**src/rtl/tone_pair_pkg.sv**
```systemverilog
package tone_pair_pkg;

  typedef struct packed {
    logic       rise;
    logic       hit;
    logic [1:0] idx;
    logic       stale;
  } groupMeasT;

  typedef struct packed {
    logic       loadKey;
    logic [1:0] row;
    logic [1:0] col;
  } ctrlStrobeT;

  function automatic int unsigned toneHz(int unsigned grp, int unsigned k);
    int unsigned hz;
    case ({grp[0], k[1:0]})
      3'b000: hz = 697;
      3'b001: hz = 770;
      3'b010: hz = 852;
      3'b011: hz = 941;
      3'b100: hz = 1209;
      3'b101: hz = 1336;
      3'b110: hz = 1477;
      default: hz = 1633;
    endcase
    return hz;
  endfunction

  function automatic int unsigned periodMin(longint unsigned refHz, int unsigned hz);
    longint unsigned q;
    q = (refHz * 64'd40) / (64'(hz) * 64'd41);
    return int'(q);
  endfunction

  function automatic int unsigned periodMax(longint unsigned refHz, int unsigned hz);
    longint unsigned q;
    q = (refHz * 64'd40) / (64'(hz) * 64'd39);
    return int'(q);
  endfunction

  function automatic int unsigned staleLimit(longint unsigned refHz, int unsigned grp);
    return periodMax(refHz, toneHz(grp, 0)) * 3 / 2;
  endfunction

  function automatic logic [3:0] keyCodeOf(logic [1:0] row, logic [1:0] col);
    int unsigned code;
    if (col == 2'd3)      code = (row == 2'd3) ? 0 : 13 + int'(row);
    else if (row == 2'd3) code = (col == 2'd0) ? 11 : (col == 2'd1) ? 10 : 12;
    else                  code = int'(row) * 3 + int'(col) + 1;
    return 4'(code);
  endfunction

endpackage

```
**src/rtl/tone_pair_datapath.sv**
```systemverilog
module tone_pair_datapath
  import tone_pair_pkg::*;
#(
  parameter int unsigned REF_HZ = 1000000
) (
  input  logic                  clk,
  input  logic                  rst,
  input  logic [1:0]            toneIn,
  input  ctrlStrobeT            strobe,
  output groupMeasT [1:0]       meas,
  output logic [3:0]            keyCode
);

  localparam int CNT_W = $clog2(staleLimit(REF_HZ, 0) + 1);

  for (genvar g = 0; g < 2; g++) begin : grp
    localparam int unsigned STALE = staleLimit(REF_HZ, g);

    logic [2:0]       syncQ;
    logic [CNT_W-1:0] cntQ;
    logic [3:0]       winHit;
    logic [1:0]       idxV;
    logic             riseV;

    assign riseV = syncQ[1] & ~syncQ[2];

    for (genvar k = 0; k < 4; k++) begin : win
      localparam int unsigned LO = periodMin(REF_HZ, toneHz(g, k));
      localparam int unsigned HI = periodMax(REF_HZ, toneHz(g, k));
      assign winHit[k] = (cntQ >= CNT_W'(LO)) && (cntQ <= CNT_W'(HI));
    end

    always_comb begin
      idxV = 2'd0;
      for (int k = 3; k >= 0; k--) begin
        if (winHit[k]) idxV = 2'(k);
      end
    end

    always_ff @(posedge clk) begin
      if (rst) begin
        syncQ <= '0;
        cntQ  <= '0;
      end else begin
        syncQ <= {syncQ[1:0], toneIn[g]};
        if (riseV)                       cntQ <= CNT_W'(1);
        else if (cntQ != CNT_W'(STALE))  cntQ <= cntQ + CNT_W'(1);
      end
    end

    assign meas[g] = '{rise: riseV, hit: |winHit, idx: idxV,
                       stale: (cntQ == CNT_W'(STALE))};

    // the period counter saturates at the stale limit
    assert_cnt_cap_R6: assert property (@(posedge clk) disable iff (rst)
      cntQ <= CNT_W'(STALE));
  end

  always_ff @(posedge clk) begin
    if (rst)                 keyCode <= 4'd0;
    else if (strobe.loadKey) keyCode <= keyCodeOf(strobe.row, strobe.col);
  end

  // the key register changes only on a load strobe
  assert_key_hold_R8: assert property (@(posedge clk) disable iff (rst)
    !strobe.loadKey |=> $stable(keyCode));

  // reset leaves the key code at zero
  assert_key_reset_R1: assert property (@(posedge clk)
    rst |=> (keyCode == 4'd0));

endmodule

```
**src/rtl/tone_pair_control.sv**
```systemverilog
module tone_pair_control
  import tone_pair_pkg::*;
#(
  parameter int unsigned AVG_PERIODS = 4
) (
  input  logic            clk,
  input  logic            rst,
  input  groupMeasT [1:0] meas,
  output ctrlStrobeT      strobe,
  output logic            earlySteer
);

  localparam int RUN_W = $clog2(AVG_PERIODS + 1);

  logic [1:0]       armedQ, armedN;
  logic [RUN_W-1:0] runQ [2];
  logic [RUN_W-1:0] runN [2];
  logic [1:0]       idxQ [2];
  logic [1:0]       idxN [2];
  logic [1:0]       validN;
  logic             steerN;

  always_comb begin
    for (int g = 0; g < 2; g++) begin
      armedN[g] = armedQ[g];
      runN[g]   = runQ[g];
      idxN[g]   = idxQ[g];
      if (meas[g].rise) begin
        if (!armedQ[g]) begin
          armedN[g] = 1'b1;
          runN[g]   = '0;
        end else if (!meas[g].hit) begin
          runN[g] = '0;
        end else if ((runQ[g] != '0) && (meas[g].idx == idxQ[g])) begin
          if (runQ[g] != RUN_W'(AVG_PERIODS)) runN[g] = runQ[g] + RUN_W'(1);
        end else begin
          runN[g] = RUN_W'(1);
          idxN[g] = meas[g].idx;
        end
      end else if (meas[g].stale) begin
        armedN[g] = 1'b0;
        runN[g]   = '0;
      end
      validN[g] = (runN[g] == RUN_W'(AVG_PERIODS));
    end
    steerN = &validN;
  end

  assign strobe = '{loadKey: steerN, row: idxN[0], col: idxN[1]};

  always_ff @(posedge clk) begin
    if (rst) begin
      armedQ     <= '0;
      runQ[0]    <= '0;
      runQ[1]    <= '0;
      idxQ[0]    <= '0;
      idxQ[1]    <= '0;
      earlySteer <= 1'b0;
    end else begin
      armedQ     <= armedN;
      runQ[0]    <= runN[0];
      runQ[1]    <= runN[1];
      idxQ[0]    <= idxN[0];
      idxQ[1]    <= idxN[1];
      earlySteer <= steerN;
    end
  end

  // reset drops early steering
  assert_steer_reset_R1: assert property (@(posedge clk)
    rst |=> !earlySteer);

  // steering can only rise right after a measured edge
  assert_rise_on_edge_R4: assert property (@(posedge clk) disable iff (rst)
    $rose(earlySteer) |-> $past(meas[0].rise || meas[1].rise));

  for (genvar g = 0; g < 2; g++) begin : chk
    // a stale input forces steering low next cycle
    assert_stale_drop_R6: assert property (@(posedge clk) disable iff (rst)
      meas[g].stale |=> !earlySteer);
    // an out-of-window period forces steering low next cycle
    assert_bad_period_R5: assert property (@(posedge clk) disable iff (rst)
      (meas[g].rise && !meas[g].hit) |=> !earlySteer);
  end

endmodule

```
**src/rtl/tone_pair_decoder.sv**
```systemverilog
module tone_pair_decoder
  import tone_pair_pkg::*;
#(
  parameter int unsigned REF_HZ      = 1000000,
  parameter int unsigned AVG_PERIODS = 4
) (
  input  logic       clk,
  input  logic       rst,
  input  logic       lowToneIn,
  input  logic       highToneIn,
  output logic       earlySteer,
  output logic [3:0] keyCode
);

  groupMeasT [1:0] meas;
  ctrlStrobeT      strobe;

  tone_pair_datapath #(.REF_HZ(REF_HZ)) dp (
    .clk     (clk),
    .rst     (rst),
    .toneIn  ({highToneIn, lowToneIn}),
    .strobe  (strobe),
    .meas    (meas),
    .keyCode (keyCode)
  );

  tone_pair_control #(.AVG_PERIODS(AVG_PERIODS)) ctl (
    .clk        (clk),
    .rst        (rst),
    .meas       (meas),
    .strobe     (strobe),
    .earlySteer (earlySteer)
  );

endmodule

```
**config.mk**
```make
export PLATFORM = sky130hd
export DESIGN_NAME = tone_pair_decoder
export DESIGN_NICKNAME = d
export VERILOG_FILES = /design/src/rtl/tone_pair_pkg.sv /design/src/rtl/tone_pair_datapath.sv /design/src/rtl/tone_pair_control.sv /design/src/rtl/tone_pair_decoder.sv
export SDC_FILE = /design/constraint.sdc
export NUM_CORES = 1
export LEC_CHECK = 0
export BUFFER_PORTS_ARGS = -buffer_cell sky130_fd_sc_hd__buf_2
export CAP_MARGIN = 20
export CORE_ASPECT_RATIO = 0.8
export CORE_UTILIZATION = 55
export CTS_CLUSTER_DIAMETER = 200
export DETAILED_ROUTE_END_ITERATION = 8
export PLACE_DENSITY = 0.75
export SYNTH_ARGS = -nofsm -noshare
export SYNTH_HDL_FRONTEND = slang
export SYNTH_SLANG_ARGS = --single-unit
```
**constraint.sdc**
```tcl
create_clock -name clk -period 5.81 [get_ports clk]
set_clock_uncertainty 0.2 [all_clocks]
set_input_delay 0.581 -clock clk [delete_from_list [all_inputs] [get_ports clk]]
set_output_delay 0.581 -clock clk [all_outputs]
set_load 0.005 [all_outputs]
```
* Word-level counts from Yosys, hierarchy flattened
Memories as Yosys holds them, arrays and structs flattened.
Index checks and enable logic that the tools add are counted.
Widths: inputs -> output; s select.
** Cells by class
- Equality and inequality tests :: 13
- Reductions and logical operators :: 22
- $add $sub $neg :: 7
- $lt $le $gt $ge :: 16
- $mul :: 1
- Bitwise logic cells :: 8
- Muxes and demuxes :: 48
** Operators by type and width (count)
- $ge 12x10->1 const B :: 4
- $ge 12x11->1 const B :: 4
- $le 12x10->1 const B :: 4
- $le 12x11->1 const B :: 4
- $mux 3 :: 15
- $mux 2 :: 18
- $add 12x1->12 const B :: 2
- $mux 4 :: 4
- $eq 12x11->1 const B :: 1
- $eq 12x12->1 const B :: 1
- $ne 12x11->1 const B :: 1
- $ne 12x12->1 const B :: 1
- $mux 1 :: 11
- $logic_and 1x1->1 :: 10
- $reduce_bool 2->1 :: 4
- $reduce_or 4->1 :: 2
- $add 3x1->3 const B :: 2
- $eq 3x3->1 const B :: 2
- $ne 3x3->1 const B :: 2
- $reduce_bool 3->1 :: 2
- $add 4x2->4 const A :: 1
- $add 4x2->4 const B :: 1
- $add 4x3->4 :: 1
- $eq 2x2->1 :: 2
- 9 further kinds :: 16
** Word-level totals
- Input bits :: 4
- Memory bits (writable) :: 10
- Logic and storage cells :: 127
- Output and inout port bits :: 5
- Register bits after elaboration :: 37
- Memories kept :: 2
** Memories
- ctl.runQ :: depth 2, bits a word 3, read ports 2, clocked after memory_dff 0, write ports 2, line tone_pair_control.sv:16 : logic [RUN_W-1:0] runQ [2];
- ctl.idxQ :: depth 2, bits a word 2, read ports 2, clocked after memory_dff 0, write ports 2, line tone_pair_control.sv:18 : logic [1:0] idxQ [2];

* Logic depth before layout (Yosys ltp)
- Word-level depth :: 17
- Gate-level depth with buffers :: 16
- Mapped depth without buffers :: 16

* Cells and area by module
A second synthesis with hierarchy kept.
** Second synthesis, totals
- Cells, all modules :: 354
- Area total of the unflattened synthesis :: 2994.1 um^2
** By module, submodules not included
- tone_pair_datapath :: cells an instance 265, sequential area each 680.7 um^2, times used 1, area an instance 2207.1 um^2
- tone_pair_control :: cells an instance 89, sequential area each 260.2 um^2, times used 1, area an instance 787.0 um^2

* Least setup slack after synthesis
OpenSTA, ideal clock, no wires.
- Kind :: register to register
- Start :: reg dp.grp[0].cntQ[10]
- End :: reg dp.keyCode[2]
- Cell stages (with the launch flop) :: 14
- Period minus slack after synthesis :: 4237 ps
- Setup time :: 121 ps
- Required time :: 5489 ps
- Arrival :: 3915 ps
- Buffers on the path :: 1
- Path slack :: 1573 ps
- Cells stage by stage :: dfxtp_1 > clkbuf_1 > or4b_1 > a2111oi_2 > o311ai_0 > or3_1 > o21ai_0 > inv_1 > fa_1 > fa_1 > xor2_1 > nor3_1 > a211oi_1 > mux2_4
** RTL lines
- start: declaration :: line tone_pair_datapath.sv:20 : logic [CNT_W-1:0] cntQ;
- start signal: assignment :: line tone_pair_datapath.sv:47 : else if (cntQ != CNT_W'(STALE)) cntQ <= cntQ + CNT_W'(1);
- end signal: assignment :: line tone_pair_datapath.sv:61 : else if (strobe.loadKey) keyCode <= keyCodeOf(strobe.row, strobe.col);
- end: declaration :: line tone_pair_datapath.sv:11 : output logic [3:0] keyCode

==> flow_metrics.tcl <==
set metrics [dict create \
    cts_max_level 2 \
    arrival_ns 4.70 \
    cts_hold_buffers 0 \
    fmax_mhz 212 \
    drt_wirelength_mm 5.89 \
    die_w_microns 83.7 \
    clkLatencyLatePin_ns 0.30 \
    portBuffers 8 \
    met3_length_microns 255 \
    critPathTopFamily "simple AND/OR/NAND/NOR gates" \
    design.portCount 9 \
    holdCritStartpoint "dp.grp[1].syncQ[0]$_SDFF_PP0_" \
    design.final.nets 378 \
    synthesis.nets 379 \
    antenna_found_initial 0 \
    clkTransAtPathRegs_ns 0.08 \
    cts_post_setup_buffers_inserted 0 \
    status "completed" \
    critical_path.reg2reg.endpoint "dp.keyCode[2]$_SDFFE_PP0P_" \
    hold_viol 0 \
    unrepaired_setup_endpoints_after_global_routing "false" \
    finalWorstPathRequiredPeriod_ns 4.71 \
    num_antenna_cells 0 \
    critical_path.max_stage_delay_ns 0.64 \
    synth_commonest_cells "sky130_fd_sc_hd__dfxtp_1, sky130_fd_sc_hd__nor2_1, sky130_fd_sc_hd__nand2_1" \
    cellLeakagePower_nw 1.25 \
    drc_viols 0 \
    wl_per_cell_microns 14.1 \
    yosys_warnings 0 \
    ys_seq_elements 47 \
    leading_cell_type_by_number_of_instances_after_synthesis "sky130_fd_sc_hd__dfxtp_1" \
    grt_max_degree 34 \
    r2r_cells 14 \
    cts.repair.resized 0 \
    max_cap_violations 0 \
    drt-pass1-iter-count 4 \
    drt_iter0_drc 180 \
    syn_inst 357 \
    vdd.ir_drop.worst_uv 122 \
    overflow 0 \
    count_of_final_setup_violators 0 \
    timing.hold.worst.class "register to register" \
    timing.critical_path.cells "inv_1 > nor4b_1 > nand4_1 > a21oi_1 > o311ai_0 > or3_1 > o21ai_0 > inv_1 > fa_1 > fa_1 > xor2_1 > nor3_1 > a211oi_1 > mux2_4" \
    grt_util_all_layers_pct 22.3 \
    crit_path_max_fanout 6 \
    postLayoutSetupSlackWorst_ns 1.10 \
    required_ns 5.80 \
    tritoncts_clock_tree "done" \
    via_count 2461 \
    critPathLaunchType "register" \
    cts_root_buf "sky130_fd_sc_hd__clkbuf_8" \
    grt_pass1_vias 2240 \
    detail-route-antenna-nets 0 \
    syn_area_sq_mm 0.00294 \
    max-clock-path-buffers 2 \
    place.detailed.hpwl_mm 4.30 \
    synth-edff-count 0 \
    core_sq_mm 0.00506 \
    ys_types 66 \
    cts-buffers-inserted 5 \
    die_h_microns 67.4 \
    gp_congestion 0.891 \
    tns_ns 0 \
    postSynth.asyncResetShare_pct 0 \
    synth_flop_cell "sky130_fd_sc_hd__dfxtp_1" \
    route.layer.met1.wl_mm 2.95 \
    hold_depth 1 \
    cp_class "register to register" \
    worstMarginPinSlew_ns 0.735 \
    worstPathBufferInverterCount 2 \
    viasPerCell 5.89 \
    hold_end "dp.grp[1].syncQ[1]$_SDFF_PP0_" \
    power_per_cell_area_mw_per_mm2 183 \
    highest-signal-layer "met4" \
    num_rows 23 \
    critical_path.slowest_cell "sky130_fd_sc_hd__nor4b_1" \
    clock-sinks 47 \
    slew_headroom_pct 50.4 \
    netlist.top_cell.by_area "sky130_fd_sc_hd__dfxtp_1" \
    regToRegStartpoint "dp.grp[0].cntQ[8]$_SDFFE_PP0N_" \
    syn_avg_cell_area_sq_um 8.23 \
    seq_area_frac_synth_pct 32.0 \
    amount_of_wire_on_met2_after_detailed_routing_mm 2.56 \
    start_util_pct 58.0 \
    placement.setup.worst_slack_ns 1.17 \
    layout.core_utilization_pct 60.6 \
    floorplan.die_area_sq_mm 0.00564 \
    final_max_slew_viol_count 0 \
    reg2reg_setup_slack_ns 1.10 \
    netlist_top_cells_area "sky130_fd_sc_hd__dfxtp_1, sky130_fd_sc_hd__ha_1, sky130_fd_sc_hd__nor2_1" \
    layout_worst_path_cycle_share_pct 81.1 \
    grt_first_pass_wirelength_mm 10.0 \
    setup_crit_end_kind "register" \
    post_route_cells_drive_above_1_share_pct 7.30 \
    synthToLayoutAreaGrowth_pct 4.47 \
    netlist.area_leader.share_pct 32.0 \
]
routing by layer:
metal  GRT usage, %  up-vias
met5              0        -
met2           35.6       53
met3           3.91       14
li1               -     1251
met4           9.96        0
met1           30.0     1143
cells by family after synthesis:
kind of cell | Yosys count | synth area share (%)
buffers and inverters | 35 | 4.77
DFF | 47 | 32.0
xor gates and xnor gates | 21 | 6.26
muxes | 3 | 1.23
AOI/OAI and AO/OA | 74 | 19.2
and+or+nand+nor | 159 | 28.4
adders and majority gates | 18 | 8.17
how the worst max path moves through the flow:
stage,start,to,slack (ns),depth (start not counted)
after global placement,dp.grp[0].cntQ[11]$_SDFFE_PP0N_,dp.keyCode[2]$_SDFFE_PP0P_,1.37,12
after floorplan,dp.grp[0].cntQ[10]$_SDFFE_PP0N_,dp.keyCode[2]$_SDFFE_PP0P_,1.57,13
after detailed placement,dp.grp[0].cntQ[8]$_SDFFE_PP0N_,dp.keyCode[2]$_SDFFE_PP0P_,1.17,14
after CTS,dp.grp[0].cntQ[8]$_SDFFE_PP0N_,dp.keyCode[2]$_SDFFE_PP0P_,1.15,14
final,dp.grp[0].cntQ[8]$_SDFFE_PP0N_,dp.keyCode[2]$_SDFFE_PP0P_,1.10,14
after global routing,dp.grp[0].cntQ[8]$_SDFFE_PP0N_,dp.keyCode[3]$_SDFFE_PP0P_,0.77,14
flip-flops by register name, indices dropped and copies added, names as in the netlist:
| name | flops |
|---|---|
| dp.grp.cntQ | 24 |
| ctl.runQ | 6 |
| dp.grp.syncQ | 6 |
| ctl.idxQ | 4 |
| dp.keyCode | 4 |
| ctl.armedQ | 2 |
| ctl.earlySteer | 1 |
power breakdown:
| group | switching (mW) | internal, mW |
|---|---|---|
| clock | 0.112 | 0.0825 |
| combinational | 0.0189 | 0.0135 |
| sequential | 0.00715 | 0.328 |
placed cells by master, fill, tap and decap left out, types with 4 or more instances in the layout:
cell                        n
sky130_fd_sc_hd__or3_1      5
sky130_fd_sc_hd__and3_1     5
sky130_fd_sc_hd__xor2_1    13
sky130_fd_sc_hd__inv_1     19
sky130_fd_sc_hd__xnor2_1    8
sky130_fd_sc_hd__nor3_1     9
sky130_fd_sc_hd__ha_1      16
sky130_fd_sc_hd__dfxtp_1   47
sky130_fd_sc_hd__nor4b_1    5
sky130_fd_sc_hd__nand2_1   31
sky130_fd_sc_hd__nand4_1    5
sky130_fd_sc_hd__a21oi_1   21
sky130_fd_sc_hd__o21ai_0    9
sky130_fd_sc_hd__a21o_1     4
sky130_fd_sc_hd__nand2b_1   8
sky130_fd_sc_hd__and2_1     6
sky130_fd_sc_hd__clkbuf_8   5
sky130_fd_sc_hd__nor2_1    44
sky130_fd_sc_hd__nor2b_1   17
sky130_fd_sc_hd__buf_2      8
sky130_fd_sc_hd__nand3_1    7
final cells by class:
cell class / instances / area (sq um)
clock inverters: 2 / 13.8
inverters: 19 / 71.3
well taps: 62 / 77.6
fillers: 459 / 1990
multi-input cells: 275 / 1860
flip-flops and latches: 47 / 941
clock buffers: 5 / 68.8
repair buffers: 8 / 40.0
per-stage QoR:
| step | hold slack (ns) | power [mW] | std cells | instance area, sq um |
|---|---|---|---|---|
| after floorplan | 0.214 | 0.367 | 357 | 2940 |
| after detailed placement | 0.226 | 0.375 | 411 | 2990 |
| final | 0.242 | 0.562 | 418 | 3070 |
| after global routing | 0.273 | 0.586 | 418 | 3070 |
| after global placement | 0.218 | 0.373 | 411 | 2990 |
| after CTS | 0.247 | 0.567 | 418 | 3070 |
No activity file was read; power rests on OpenSTA's default activity.
